### src/rtl/rf_pkg.sv
`timescale 1ns/1ps
package rf_pkg;
  parameter int unsigned RF_DEF_REGS  = 32;
  parameter int unsigned RF_DEF_WIDTH = 32;
  parameter int unsigned RF_NUM_RD    = 2;

  function automatic int unsigned rf_addr_w(input int unsigned regs);
    return (regs > 1) ? $clog2(regs) : 1;
  endfunction
endpackage

### src/rtl/rf_wr_decode.sv
`timescale 1ns/1ps
module rf_wr_decode #(
  parameter int unsigned NUM_REGS = 32,
  parameter int unsigned ADDR_W   = 5
) (
  input  logic              we_i,
  input  logic [ADDR_W-1:0] waddr_i,
  output logic [NUM_REGS-1:0] wen_o
);
  for (genvar i = 0; i < NUM_REGS; i++) begin : g_dec
    if (i == 0) begin : g_zero
      assign wen_o[i] = 1'b0;  // index 0 never written
    end else begin : g_reg
      assign wen_o[i] = we_i && (waddr_i == ADDR_W'(i));
    end
  end
endmodule

### src/rtl/rf_storage.sv
`timescale 1ns/1ps
module rf_storage #(
  parameter int unsigned NUM_REGS = 32,
  parameter int unsigned DATA_W   = 32
) (
  input  logic                         clk_i,
  input  logic                         rst_ni,
  input  logic [NUM_REGS-1:0]          wen_i,
  input  logic [DATA_W-1:0]            wdata_i,
  output logic [NUM_REGS*DATA_W-1:0]   regs_o
);
  assign regs_o[DATA_W-1:0] = '0;

  for (genvar i = 1; i < NUM_REGS; i++) begin : g_reg
    logic [DATA_W-1:0] q;
    always_ff @(posedge clk_i or negedge rst_ni) begin
      if (!rst_ni)       q <= '0;
      else if (wen_i[i]) q <= wdata_i;
    end
    assign regs_o[i*DATA_W +: DATA_W] = q;
  end

  logic unused_wen0;
  assign unused_wen0 = wen_i[0];
endmodule

### src/rtl/rf_rd_port.sv
`timescale 1ns/1ps
module rf_rd_port #(
  parameter int unsigned NUM_REGS = 32,
  parameter int unsigned DATA_W   = 32,
  parameter int unsigned ADDR_W   = 5
) (
  input  logic [NUM_REGS*DATA_W-1:0] regs_i,
  input  logic [ADDR_W-1:0]          raddr_i,
  input  logic                       we_i,
  input  logic [ADDR_W-1:0]          waddr_i,
  input  logic [DATA_W-1:0]          wdata_i,
  output logic [DATA_W-1:0]          rdata_o
);
  logic              in_range;
  logic              is_zero;
  logic              hit;
  logic [DATA_W-1:0] stored;

  if (NUM_REGS == (1 << ADDR_W)) begin : g_full
    assign in_range = 1'b1;
  end else begin : g_partial
    assign in_range = (int'(raddr_i) < int'(NUM_REGS));
  end

  assign is_zero = (raddr_i == '0);
  // same-cycle write-to-read bypass, compare runs beside the mux
  assign hit     = we_i && (waddr_i != '0) && (waddr_i == raddr_i);

  always_comb begin
    stored = '0;
    for (int i = 0; i < NUM_REGS; i++) begin
      if (raddr_i == ADDR_W'(i)) stored = regs_i[i*DATA_W +: DATA_W];
    end
  end

  always_comb begin
    if (is_zero || !in_range) rdata_o = '0;
    else if (hit)             rdata_o = wdata_i;
    else                      rdata_o = stored;
  end
endmodule

### src/rtl/gpr_file.sv
`timescale 1ns/1ps
module gpr_file #(
  parameter int unsigned NUM_REGS = rf_pkg::RF_DEF_REGS,
  parameter int unsigned DATA_W   = rf_pkg::RF_DEF_WIDTH,
  localparam int unsigned ADDR_W  = rf_pkg::rf_addr_w(NUM_REGS)
) (
  input  logic              clk_i,
  input  logic              rst_ni,
  input  logic              we_i,
  input  logic [ADDR_W-1:0] waddr_i,
  input  logic [DATA_W-1:0] wdata_i,
  input  logic [ADDR_W-1:0] raddr_a_i,
  output logic [DATA_W-1:0] rdata_a_o,
  input  logic [ADDR_W-1:0] raddr_b_i,
  output logic [DATA_W-1:0] rdata_b_o
);
  localparam int unsigned NUM_RD = rf_pkg::RF_NUM_RD;

  logic [NUM_REGS-1:0]        wen;
  logic [NUM_REGS*DATA_W-1:0] regs;
  logic [ADDR_W-1:0]          raddr [NUM_RD];
  logic [DATA_W-1:0]          rdata [NUM_RD];

  rf_wr_decode #(.NUM_REGS(NUM_REGS), .ADDR_W(ADDR_W)) u_dec (
    .we_i   (we_i),
    .waddr_i(waddr_i),
    .wen_o  (wen)
  );

  rf_storage #(.NUM_REGS(NUM_REGS), .DATA_W(DATA_W)) u_store (
    .clk_i  (clk_i),
    .rst_ni (rst_ni),
    .wen_i  (wen),
    .wdata_i(wdata_i),
    .regs_o (regs)
  );

  assign raddr[0] = raddr_a_i;
  assign raddr[1] = raddr_b_i;

  for (genvar p = 0; p < NUM_RD; p++) begin : g_rd
    rf_rd_port #(.NUM_REGS(NUM_REGS), .DATA_W(DATA_W), .ADDR_W(ADDR_W)) u_port (
      .regs_i (regs),
      .raddr_i(raddr[p]),
      .we_i   (we_i),
      .waddr_i(waddr_i),
      .wdata_i(wdata_i),
      .rdata_o(rdata[p])
    );
  end

  assign rdata_a_o = rdata[0];
  assign rdata_b_o = rdata[1];
endmodule

### config.mk
export PLATFORM = sky130hd
export DESIGN_NAME = gpr_file
export DESIGN_NICKNAME = d
export VERILOG_FILES = /design/src/rtl/rf_pkg.sv /design/src/rtl/rf_wr_decode.sv /design/src/rtl/rf_storage.sv /design/src/rtl/rf_rd_port.sv /design/src/rtl/gpr_file.sv
export SDC_FILE = /design/constraint.sdc
export NUM_CORES = 2
export LEC_CHECK = 0
export BUFFER_PORTS_ARGS = -buffer_cell sky130_fd_sc_hd__buf_4
export CAP_MARGIN = 20
export CORE_MARGIN = 10
export CORE_UTILIZATION = 48
export CTS_CLUSTER_DIAMETER = 120
export DETAILED_ROUTE_END_ITERATION = 7
export GPL_TIMING_DRIVEN = 1
export HOLD_SLACK_MARGIN = 0.02
export SYNTH_ARGS = -nofsm -noshare
export SYNTH_HDL_FRONTEND = slang
export SYNTH_HIERARCHICAL = 1
export SYNTH_SLANG_ARGS = --single-unit
### constraint.sdc
create_clock -name clk_i -period 3.63 [get_ports clk_i]
set_input_delay 0 -clock clk_i [delete_from_list [all_inputs] [get_ports clk_i]]
set_output_delay 0 -clock clk_i [all_outputs]
set_load 0.02 [all_outputs]
==> metrics <==
clock sinks=992; required time worst endpoint=3.63 ns; via density per instance=7.44; final hold vios=0; H-tree depth=3; CTS tree=built; most common cell after layout, fill and taps aside=dfrtp_1; CP endpoint=rdata_a_o[15]; worst-path cell chain=a22oi_2 -> nand4_1 -> o31ai_1 -> a31oi_1 -> buf_4 -> buf_4; Setup Viol. Count Final=0; FP Rows=125; Comb pwr share=18.8%; Die Y=362 µm; Worst Path Arrival=3.61 ns; Max-Cap Viols=0; cell area power density=536 mW/mm²; share of cells above drive strength 1=35.6%; final hold slack=0.0697 ns; Min Clock Period, post-route=3.61 ns; Post-CTS Setup Inserts=0; cells after synthesis=4,922; Initial Utilization=48.3%; DRT Pass-1 Iters=8; Clock Latency Late Sink=0.79 ns; Sw Pwr=0.0105 W; Final period util=99.5%; Largest stage delay, worst path=0.76 ns; detailed-route via count=49,800; register bank with the most flops=u_store/g.q; IO Port Bufs=113; initial DRC count=8,263; stages on the worst setup path=6; failing checks=design-rule violations; pre-CTS setup slack=0.268 ns; Leak Pwr=27.4 nW; Largest register FFs=992; yosys warns=6; GPL Wtd Cong=1.07; I/O pin total=114; Synth Cell Area=0.0561 mm²; Clock Path Buffers=3; WS Path Type=flop to primary output; setup TNS=0 ns; RSZ-0062 raised after global routing=no; Worst-Margin Slew=1.24 ns; run status=finished with violations; routed len/inst=42.5 µm; final setup margin=0.0167 ns; CTS Buf Count=112; Worst VDD drop=0.000475 V; CP startpoint=u_store/g_reg[10].q[15]$_DFFE_PN0P_; Bufs and invs on worst path=2; Crit path max-delay family=compound AO/OA/AOI/OAI gates; total gr overflow=0; internal power=0.0238 W; Syn Nets=4,972; R2R depth=1; slowest CP cell=o31ai_1; R2R setup slack=2.66 ns; Tot GR Track Use=42.1%; clock power share=36.5%; number of global-route vias before repair=48,000; post-route cell area=0.0640 mm²; mean area per synthesized cell=11.4 µm²; FF-to-FF End=u_store/g_reg[30].q[13]$_DFFE_PN0P_; largest net degree at the start of global routing=137; area of the core=0.116 mm²; Worst-path clk slew=0.06 ns; Hold Path Class=input pin to async pin; Worst setup EP type=primary output; Regs by FF count=u_store/g.q (992); startpoint types=flop; most frequent cells in the layout=992 x dfrtp_1, 634 x mux2_2, 473 x a22oi_1, 453 x buf_4, 388 x mux2_4; Die ar.=0.131 mm²; Fin Clk Skew=0 ns; Area Growth Syn to Fin=14.1%; Max Freq=277 MHz; initial antenna violation count=22; cell mode on critical path=buf_4; DP Wirelength=191 mm; clock root buffer=clkbuf_16; Net Sw Frac=30.6%; Placed Area=0.0596 mm²; Max transition margin=17.6%; Storage cell area=0.0248 mm²; fill count=10,100; sequential share of power=44.7%; crit path max fanout=3; final wirelength=285 mm; fin. max-slew vios=0; # DRC=7; Final ANT Viol Nets=0; nets=5,120; Die W=362 µm; area of the multi-input gates=0.0286 mm²; first-pass GRT wire length=390 mm; worst r2r src=u_store/g_reg[30].q[13]$_DFFE_PN0P_
how the worst min path moves through the flow:
stage | startpoint | to | slack, ns | cells past startpoint
floorplan | rst_ni | u_store/g_reg[10].q[0]$_DFFE_PN0P_ | -0.30 | 0
global placement | rst_ni | u_store/g_reg[16].q[13]$_DFFE_PN0P_ | 0.04 | 1
global route | rst_ni | u_store/g_reg[27].q[1]$_DFFE_PN0P_ | 0.07 | 3
CTS | we_i | u_store/g_reg[9].q[8]$_DFFE_PN0P_ | 0.07 | 4
finish | rst_ni | u_store/g_reg[8].q[18]$_DFFE_PN0P_ | 0.07 | 3
detailed placement | rst_ni | u_store/g_reg[9].q[18]$_DFFE_PN0P_ | 0.04 | 1
tightest hold or removal path, delay by kind of cell:
kind | cells | cell delay, ns
buf+inv | 3 | 1.21
power by group through the flow:
stage | Combinational, W | Clock (W) | Sequential, W
6_report | 0.00645 | 0.0125 | 0.0153
5_1_grt | 0.00668 | 0.0130 | 0.0155
4_1_cts | 0.00625 | 0.0125 | 0.0152
3_5_place_dp | 0.00621 | 0 | 0.0153
3_3_place_gp | 0.00608 | 0 | 0.0153
2_1_floorplan | 0.00410 | 0 | 0.0146
per-layer routing:
metal	track usage, %	vias up	share of wire, %
met5	1.15	-	0.14
met4	30.2	30	9.2
met3	17.7	1316	14
met2	57.9	4323	40
met1	52.5	25200	37
li1	-	19000	-
metrics by stage:
stage | util, % | instances | total power, W
after floorplan | - | 4922 | 0.0187
after global placement | 51.4 | 6443 | 0.0214
after detailed placement | 51.4 | 6444 | 0.0215
after CTS | 55.1 | 6688 | 0.0339
after global routing | 55.1 | 6690 | 0.0352
final | 55.2 | 6701 | 0.0343
final cells by class:
type / instances / share of cell area, %
well taps: 1524 / 2.98
repair buffers: 529 / 7.16
multi-input cells: 3425 / 44.7
clock inverters: 51 / 1.16
diodes: 11 / 0.0430
inverters: 10 / 0.0586
flip-flops and latches: 992 / 38.8
clock buffers: 159 / 5.08
what timing repair did:
action | 4_1_cts | 5_1_grt
resized for setup | 0 | 2
hold buffers | 34 | 0
endpoints found under the hold margin | 1746 | 0
setup endpoints to repair | 0 | 2
Power figures use the tool's default switching activity.
